$ cat src/rtl/macs_pkg.sv
package macs_pkg;

    // Outcome of the carry comparison at the product-width sign bit.
    typedef enum logic [1:0] {
        SAT_NONE = 2'd0,
        SAT_POS  = 2'd1,
        SAT_NEG  = 2'd2
    } sat_kind_e;

    // Carries into and out of the top bit disagree: the sum left the range.
    // A carry in of 1 with no carry out means two positives overflowed.
    function automatic sat_kind_e classify_carry(input logic c_in_msb, input logic c_out_msb);
        if (c_in_msb == c_out_msb) begin
            return SAT_NONE;
        end
        return c_in_msb ? SAT_POS : SAT_NEG;
    endfunction

endpackage

$ cat src/rtl/mac_mul_stage.sv
module mac_mul_stage #(
    parameter int unsigned DW = 16
) (
    input  logic                clk,
    input  logic                rst,
    input  logic                vld_i,
    input  logic [DW-1:0]       a_i,
    input  logic [DW-1:0]       b_i,
    input  logic                sub_i,
    input  logic                sat_i,
    output logic                vld_o,
    output logic [2*DW-1:0]     prod_o,
    output logic                sub_o,
    output logic                sat_o
);
    localparam int unsigned PW = 2 * DW;

    logic [PW-1:0] a_ext;
    logic [PW-1:0] b_ext;
    logic [PW-1:0] prod_d;

    // Sign-extended operands: the low PW bits of the product are exact.
    always_comb begin
        a_ext  = {{DW{a_i[DW-1]}}, a_i};
        b_ext  = {{DW{b_i[DW-1]}}, b_i};
        prod_d = a_ext * b_ext;
    end

    always_ff @(posedge clk) begin
        if (rst) begin
            vld_o  <= 1'b0;
            prod_o <= '0;
            sub_o  <= 1'b0;
            sat_o  <= 1'b0;
        end else begin
            vld_o <= vld_i;
            if (vld_i) begin
                prod_o <= prod_d;
                sub_o  <= sub_i;
                sat_o  <= sat_i;
            end
        end
    end

    // an accepted pair is always handed to the accumulate stage next cycle
    p_vld_track_r4: assert property (@(posedge clk) disable iff (rst)
        vld_i |=> vld_o);

    // no operation appears in stage two without an input strobe
    p_vld_idle_r4: assert property (@(posedge clk) disable iff (rst)
        !vld_i |=> !vld_o);

endmodule

$ cat src/rtl/mac_acc_stage.sv
module mac_acc_stage
    import macs_pkg::*;
#(
    parameter int unsigned DW = 16,
    parameter int unsigned GW = 8
) (
    input  logic                    clk,
    input  logic                    rst,
    input  logic                    upd_i,
    input  logic                    sub_i,
    input  logic                    sat_i,
    input  logic                    clr_i,
    input  logic [2*DW-1:0]         prod_i,
    output logic [2*DW+GW-1:0]      acc_o,
    output logic                    upd_o,
    output logic                    ovf_o
);
    localparam int unsigned PW = 2 * DW;
    localparam int unsigned AW = PW + GW;

    logic [AW-1:0] acc_q;
    logic [AW-1:0] prod_ext;
    logic [AW-1:0] wrap_sum;
    logic [PW-1:0] opnd;
    logic [PW:0]   full;
    logic          c_in_msb;
    sat_kind_e     kind;
    logic [AW-1:0] sat_sum;
    logic [AW-1:0] next_acc;
    logic          upd_q;
    logic          ovf_q;

    always_comb begin
        // Guard-bit path: full-width add/sub, wraps only at AW.
        prod_ext = {{GW{prod_i[PW-1]}}, prod_i};
        wrap_sum = sub_i ? (acc_q - prod_ext) : (acc_q + prod_ext);

        // Saturating path: PW-bit add of acc and (possibly inverted) product.
        opnd     = sub_i ? ~prod_i : prod_i;
        full     = {1'b0, acc_q[PW-1:0]} + {1'b0, opnd} + {{PW{1'b0}}, sub_i};
        c_in_msb = full[PW-1] ^ acc_q[PW-1] ^ opnd[PW-1];
        kind     = classify_carry(c_in_msb, full[PW]);

        unique case (kind)
            SAT_POS: sat_sum = {{(GW+1){1'b0}}, {(PW-1){1'b1}}};
            SAT_NEG: sat_sum = {{(GW+1){1'b1}}, {(PW-1){1'b0}}};
            default: sat_sum = {{GW{full[PW-1]}}, full[PW-1:0]};
        endcase

        next_acc = sat_i ? sat_sum : wrap_sum;
    end

    always_ff @(posedge clk) begin
        if (rst || clr_i) begin
            acc_q <= '0;
            upd_q <= 1'b0;
            ovf_q <= 1'b0;
        end else begin
            upd_q <= upd_i;
            if (upd_i) begin
                acc_q <= next_acc;
                if (sat_i && (kind != SAT_NONE)) begin
                    ovf_q <= 1'b1;
                end
            end
        end
    end

    assign acc_o = acc_q;
    assign upd_o = upd_q;
    assign ovf_o = ovf_q;

    // a clear wins over everything on the same edge
    p_clear_zero_r3: assert property (@(posedge clk) disable iff (rst)
        clr_i |=> (acc_q == '0 && !ovf_q && !upd_q));

    // the accumulator is quiet between operations
    p_hold_r2: assert property (@(posedge clk) disable iff (rst)
        (!upd_i && !clr_i) |=> $stable(acc_q));

    // a saturating update leaves guard bits as pure sign copies
    p_guard_signext_r6: assert property (@(posedge clk) disable iff (rst)
        (upd_i && sat_i && !clr_i) |=>
            (acc_q[AW-1:PW-1] == '0 || acc_q[AW-1:PW-1] == '1));

    // the overflow flag is sticky until a clear
    p_ovf_sticky_r8: assert property (@(posedge clk) disable iff (rst)
        (ovf_q && !clr_i) |=> ovf_q);

    // the flag only rises with a saturating update in flight
    p_ovf_cause_r8: assert property (@(posedge clk) disable iff (rst)
        (!ovf_q && !(upd_i && sat_i)) |=> !ovf_q);

endmodule

$ cat src/rtl/mac_out_stage.sv
module mac_out_stage #(
    parameter int unsigned DW = 16,
    parameter int unsigned GW = 8
) (
    // Accumulator bits AW-1 down to DW-2; the lower bits never reach the result.
    input  logic [GW+DW+1:0]    hi_i,
    input  logic                rnd_i,
    output logic [DW-1:0]       res_o
);
    localparam int unsigned HW   = GW + DW + 2;
    localparam int unsigned TOPW = GW + 2;
    localparam logic [DW-1:0] MAX_RES = {1'b0, {(DW-1){1'b1}}};
    localparam logic [DW-1:0] MIN_RES = {1'b1, {(DW-1){1'b0}}};

    logic [TOPW-1:0] top;
    logic            in_range;
    logic [DW-1:0]   slice;
    logic            rbit;

    always_comb begin
        top      = hi_i[HW-1:DW];
        in_range = (&top) | ~(|top);
        slice    = hi_i[DW:1];
        rbit     = hi_i[0];

        if (!in_range) begin
            res_o = hi_i[HW-1] ? MIN_RES : MAX_RES;
        end else if (rnd_i && rbit && (slice != MAX_RES)) begin
            res_o = slice + {{(DW-1){1'b0}}, 1'b1};
        end else begin
            res_o = slice;
        end
    end

endmodule

$ cat src/rtl/mac_sat_unit.sv
module mac_sat_unit
    import macs_pkg::*;
#(
    parameter int unsigned DW = 16,
    parameter int unsigned GW = 8
) (
    input  logic                clk,
    input  logic                rst,
    input  logic                in_vld,
    input  logic [DW-1:0]       op_a,
    input  logic [DW-1:0]       op_b,
    input  logic                sub_sel,
    input  logic                sat_en,
    input  logic                clr,
    input  logic                rnd_en,
    output logic [DW-1:0]       res_o,
    output logic [2*DW-1:0]     acc_o,
    output logic [GW-1:0]       ext_o,
    output logic                acc_vld_o,
    output logic                ovf_o
);
    localparam int unsigned PW = 2 * DW;
    localparam int unsigned AW = PW + GW;

    logic          s1_vld;
    logic [PW-1:0] s1_prod;
    logic          s1_sub;
    logic          s1_sat;
    logic [AW-1:0] acc_full;

    mac_mul_stage #(.DW(DW)) u_mul (
        .clk    (clk),
        .rst    (rst),
        .vld_i  (in_vld),
        .a_i    (op_a),
        .b_i    (op_b),
        .sub_i  (sub_sel),
        .sat_i  (sat_en),
        .vld_o  (s1_vld),
        .prod_o (s1_prod),
        .sub_o  (s1_sub),
        .sat_o  (s1_sat)
    );

    mac_acc_stage #(.DW(DW), .GW(GW)) u_acc (
        .clk    (clk),
        .rst    (rst),
        .upd_i  (s1_vld),
        .sub_i  (s1_sub),
        .sat_i  (s1_sat),
        .clr_i  (clr),
        .prod_i (s1_prod),
        .acc_o  (acc_full),
        .upd_o  (acc_vld_o),
        .ovf_o  (ovf_o)
    );

    mac_out_stage #(.DW(DW), .GW(GW)) u_out (
        .hi_i   (acc_full[AW-1:DW-2]),
        .rnd_i  (rnd_en),
        .res_o  (res_o)
    );

    assign acc_o = acc_full[PW-1:0];
    assign ext_o = acc_full[AW-1:PW];

    // a non-negative accumulator never yields a negative result
    p_res_sign_r9: assert property (@(posedge clk) disable iff (rst)
        !acc_full[AW-1] |-> !res_o[DW-1]);

    // a negative accumulator never yields a positive result
    p_res_neg_r11: assert property (@(posedge clk) disable iff (rst)
        acc_full[AW-1] |-> (res_o[DW-1] || res_o == '0));

endmodule

$ cat config.mk
export PLATFORM = sky130hd
export DESIGN_NAME = mac_sat_unit
export DESIGN_NICKNAME = d
export VERILOG_FILES = /design/src/rtl/macs_pkg.sv /design/src/rtl/mac_mul_stage.sv /design/src/rtl/mac_acc_stage.sv /design/src/rtl/mac_out_stage.sv /design/src/rtl/mac_sat_unit.sv
export SDC_FILE = /design/constraint.sdc
export NUM_CORES = 1
export LEC_CHECK = 0
export BUFFER_PORTS_ARGS = -buffer_cell sky130_fd_sc_hd__buf_2
export CAP_MARGIN = 10
export CORE_UTILIZATION = 59
export CTS_CLUSTER_DIAMETER = 200
export DETAILED_ROUTE_END_ITERATION = 10
export PLACE_DENSITY = 0.77
export SLEW_MARGIN = 20
export SYNTH_ARGS = -nofsm -noshare
export SYNTH_HDL_FRONTEND = slang
export SYNTH_SLANG_ARGS = --single-unit
$ cat constraint.sdc
create_clock -name clk -period 8.8 [get_ports clk]
set_input_delay 1.76 -clock clk [delete_from_list [all_inputs] [get_ports clk]]
set_output_delay 1.76 -clock clk [all_outputs]
set_load 0.1 [all_outputs]
-- After elaboration in Yosys (flattened, before gate mapping)
Cells that the tools add are included.
- word-level logic and storage cells: 41
- bits in registers: 77
- ROM bits: 0
- memories: 0
- memory bits (writable): 0
- latch bits: 0
- input bits: 39
- output and inout bits: 58
- multiplexer cells: 11
- divide/modulo/power cells: 0
- $mul: 1
- $add $sub $neg: 5
- equality and inequality tests: 4
- shifts and indexed selects: 0
- reduce and logical (&&, ||, !) cells: 8
- bitwise gates (word level): 5
- magnitude comparators: 0
- operator list (operator ; number):
    2-to-1 mux 40 bit ; 2
    case mux 40 bit (2 select lines) ; 1
    2-to-1 mux 16 bit ; 3
    adder 40 bit ; 1
    subtractor 40 bit ; 1
    adder 32 x 32 -> 33 bit ; 1
    adder 33 x 1 -> 33 bit ; 1
    multiplier 16 x 16 -> 32 bit ; 1
    2-to-1 mux 32 bit ; 1
    inverter 32 bit ; 1
    adder 16 x 1 -> 16 bit, second input constant ; 1
    != test 16 x 15 -> 1 bit, second input constant ; 1
    AND reduction 10 bit ; 1
    OR reduction 10 bit ; 1
    2-to-1 mux 2 bit ; 3
    logical AND 1 bit ; 3
    == test 2 x 1 -> 1 bit, second input constant ; 1
    == test 2 bit, second input constant ; 1
    AND reduction 2 bit ; 1
    nonzero test 2 bit ; 1
    bitwise XOR 1 bit ; 2
    == test 1 bit ; 1
    logical OR 1 bit ; 1
    2-to-1 mux 1 bit ; 1
    2 further kinds ; 2

-- Depth between registers and ports, before layout
- depth after elaboration: 12
- gate-level depth with buffers: 26
- gate-level depth less buffers: 25

-- Cells and area by module
Synthesis repeated with hierarchy kept, for this count alone.
- cell total of the unflattened synthesis: 2228
- area, all modules: 18416.4 sq um
- by module, submodules not included (module ; cells an instance ; area an instance (sq um) ; times used ; seq. area each (sq um)):
    mac_mul_stage ; 1217 ; 11168.2 ; 1 ; 700.7
    mac_acc_stage ; 922 ; 6628.9 ; 1 ; 840.8
    mac_out_stage ; 89 ; 619.3 ; 1 ; 0.0

-- Worst setup path before layout
Ideal clock, no wire load.
- path type: input -> register
- from: input port op_b[6]
- to: register u_mul.prod_o[24]
- path buffers: 1
- library setup time: 0.127 ns
- data arrival time: 7.475 ns
- required time: 8.673 ns
- stages: 24
- slack: 1.198 ns
- cells stage by stage: clkbuf_1 and2_1 fa_1 inv_1 fa_1 fa_1 fa_1 inv_1 fa_1 inv_1 fa_1 inv_1 ha_1 a21o_1 a21oi_1 nor2b_1 a311o_1 a311o_1 a21oi_1 o21ai_1 a21oi_1 o2bb2ai_1 xor2_1 o21ai_1
- cells in the longest elaborated chain, start to end: 1
- RTL lines (element ; RTL line ; text):
    from (decl) ; mac_sat_unit.sv:11 ; input logic [DW-1:0] op_b,
    multiplier 16 x 16 -> 32 bit ; mac_mul_stage.sv:26 ; prod_d = a_ext * b_ext;
    to (signal assigned) ; mac_mul_stage.sv:38 ; prod_o <= prod_d;
    to (decl) ; mac_mul_stage.sv:12 ; output logic [2*DW-1:0] prod_o,
No other way between the ends.
A chain may end at the register's enable or synchronous reset.

-- Worst setup path after layout
- from: input port op_a[5]
- to: register u_mul.prod_o[24]
- cells in the longest elaborated chain, start to end: 1
- RTL lines (element ; RTL line ; text):
    from (decl) ; mac_sat_unit.sv:10 ; input logic [DW-1:0] op_a,
    multiplier 16 x 16 -> 32 bit ; mac_mul_stage.sv:26 ;
No other way between the ends.

==> results by group <==
Run status
  – Status: finished clean

Logic synthesis
  – Syn Nets: ~2.6k
  – Post-synthesis instance area: approximately 18000 um^2
  – Distinct cells, synth: 69
  – Syn_area_per_cell: 8.309 um^2
  – Sequential share of the synthesized area: 8.649%
  – Post-Syn Instances: 2145
  – Yosys warnings: 0
  – Post-synthesis register bit count: 77
  – Fraction of registers with async set/reset: 0%
  – Post-synth EDFFs: 0
  – Primary FF master, synth: dfxtp_1

Clock network
  – CTS resizes: 0
  – Hold buffers post-CTS: 0
  – CTS tree: built
  – TritonCTS Buffers: 9
  – Max Root-Sink Buffers: 2
  – Number of setup buffers added after CTS: 0
  – H-tree Lvls: 3
  – Clk slew on worst S/H paths: 70 ps
  – Clock insertion delay at the later pin of the skew report: roughly 370 ps
  – Clock root cell: clkbuf_16
  – CTS Sinks: 77

Setup path
  – Req. time, crit path: roughly 9000 ps
  – Startpoint Class: input port
  – Crit path from: op_a[5]
  – Reg2Reg Depth: 21
  – FF-to-FF setup slack: slightly above 2000 ps
  – Reg2reg start: u_mul.sub_o
  – Critical Path AT: a little under 8000 ps
  – Setup crit end kind: register
  – Max Fanout on Critical Path: 16
  – Setup crit end: u_mul.prod_o[24]
  – Crit path kind: in -> reg
  – Reg-to-Reg End: u_acc.acc_o[11]

Die
  – Die Width: 175.8 um
  – Die footprint: between 30000 and 40000 um^2
  – Rows: between 60 and 70
  – Core area: 29720 um^2
  – Height of the die: about 180 um
  – I/O pin total: 97
  – Initial Utilization: 59.97%

Global route
  – First-pass GRT wire length: 73350 um
  – GR Util met2: between 40% and 50%
  – Met1 GRT Util: 40.39%
  – Largest net degree at the start of global routing: ~60
  – Vias in the first global route: between 10k and 15k
  – Gr usage total: roughly 30%
  – M3 GR Usage: 5.065%
  – Initial antenna violation count: 5
  – Global routing's busiest layer: met2
  – GR Overflow Total: 0

Timing
  – Minimum clock period: 7635 ps
  – Fin. Hold Viols: 0
  – F_max: between 100 and 150 MHz
  – Setup violators final: 0
  – Pins Over Slew Limit: 0
  – Headroom to the max-slew limit: 29.04%
  – Hold WS: 467.8 ps
  – Worst-Margin Slew: about 1100 ps
  – Tcrit/Tclk final: roughly 87%
  – RSZ-0062 raised after global routing: false
  – Setup TNS: 0 ps
  – Layout Skew: 9.683 ps

Route
  – Routed WL per cell: roughly 18 um
  – Initial DRT Pass Iterations: 6
  – Via count: 15.08k
  – Initial DRC count: 1027
  – Drt drc: 0
  – Remaining antenna violation count after routing: 0
  – Vias/cell: 5.867
  – WL final: 45670 um

Place
  – Dpl hpwl: 37190 um
  – Gpl congestion: 0.9587
  – I/O Buffers: 96

Finish
  – Most common cell after layout, fill and taps aside: inv_1
  – Final nets: 2632
  – Most frequent cells in the layout: 329 x inv_1, 264 x fa_1, 189 x nand2_1, 179 x a21oi_1, 156 x ha_1
  – Area delta synth->final: 5.581%
  – Share of post-route cells with drive strength above 1: ~6.5%

Run
  – Max Cap Viol: 0

Worst hold path
  – HP Class: reg -> reg
  – Hold Startpoint: u_acc.ovf_o
flip-flops by register name, summed over array words and instances (netlist names):
name	flops
u_acc.acc_o	40
u_mul.sat_o	1
u_mul.prod_o	32
u_mul.sub_o	1
u_acc.ovf_o	1
u_mul.vld_o	1
u_acc.upd_o	1
cells by family after synthesis:
kind of cell	Yosys count	synth area share [%]
and+or+nand+nor	568	15.88
AOI/OAI and AO/OA	460	15.70
adders and majority gates	420	40.61
buffers and inverters	416	8.818
xor gates and xnor gates	172	8.453
DFF	77	8.649
muxes	32	1.896
worst max-delay path, cell delays in order:
cell and delay (ps):
buf_2 200, and2_1 220, fa_1 530, inv_1 50
fa_1 560, fa_1 440, fa_1 500, inv_1 60
fa_1 520, inv_1 50, fa_1 530, inv_1 40
ha_1 350, a21o_1 180, a21oi_1 130, nor2b_1 60
a311o_1 400, a311o_1 390, a21oi_1 210, o21ai_1 90
a21oi_1 220, o2bb2ai_1 170, xor2_1 160, o21ai_1 60
worst min-delay path by stage:
stage / end / slack (ps) / depth (start not counted)
floorplan: u_mul.prod_o[30] / 490 / 2
global placement: u_acc.ovf_o / 440 / 2
detailed placement: u_acc.ovf_o / 450 / 2
CTS: u_acc.ovf_o / 470 / 2
global route: u_acc.ovf_o / 520 / 2
finish: u_acc.ovf_o / 470 / 2
per-layer routing:
metal / wire [um] / up-vias
met2: 22060 / 496
li1: - / 7046
met3: 2871 / 111
met1: 19280 / 7426
met5: 27 / -
met4: 1431 / 4
final cells by class:
class | instances | area, um^2
clock inverter | 6 | 50.05
sequential | 77 | 1543
inverter | 329 | 1235
timing repair buffer | 104 | 540.5
antenna | 3 | 7.507
clock buffer | 10 | 239.0
fill | 2570 | 10900
tap | 390 | 488.0
multi-input combinational | 1652 | 14710
per-stage QoR:
step	worst slack (ps)	instance area [um^2]	util, %	instances
6_report	1165	18820	63.32	2571
5_1_grt	839.0	18810	63.29	2568
4_1_cts	1171	18810	63.29	2568
3_5_place_dp	790.3	18520	62.32	2552
3_3_place_gp	855.4	18520	62.32	2552
2_1_floorplan	1198	17820	-	2145
cell usage after synthesis (27+ instances only):
| cell type | instances | area (um^2) |
|---|---|---|
| o21ai_0 | 98 | 490.5 |
| inv_1 | 329 | 1235 |
| xnor2_1 | 99 | 867.1 |
| nor2_1 | 116 | 435.4 |
| xor2_1 | 73 | 639.4 |
| a21o_1 | 47 | 352.8 |
| clkbuf_1 | 74 | 277.8 |
| mux2i_1 | 27 | 270.3 |
| fa_1 | 264 | 5285 |
| and2_1 | 127 | 794.5 |
| ha_1 | 156 | 1952 |
| a21oi_1 | 179 | 895.9 |
| nand2_1 | 189 | 709.4 |
| dfxtp_1 | 77 | 1541 |
Power is left out: the tool's default activity adds up to more than one toggle a clock period on the data nets, which glitch-free logic cannot reach.
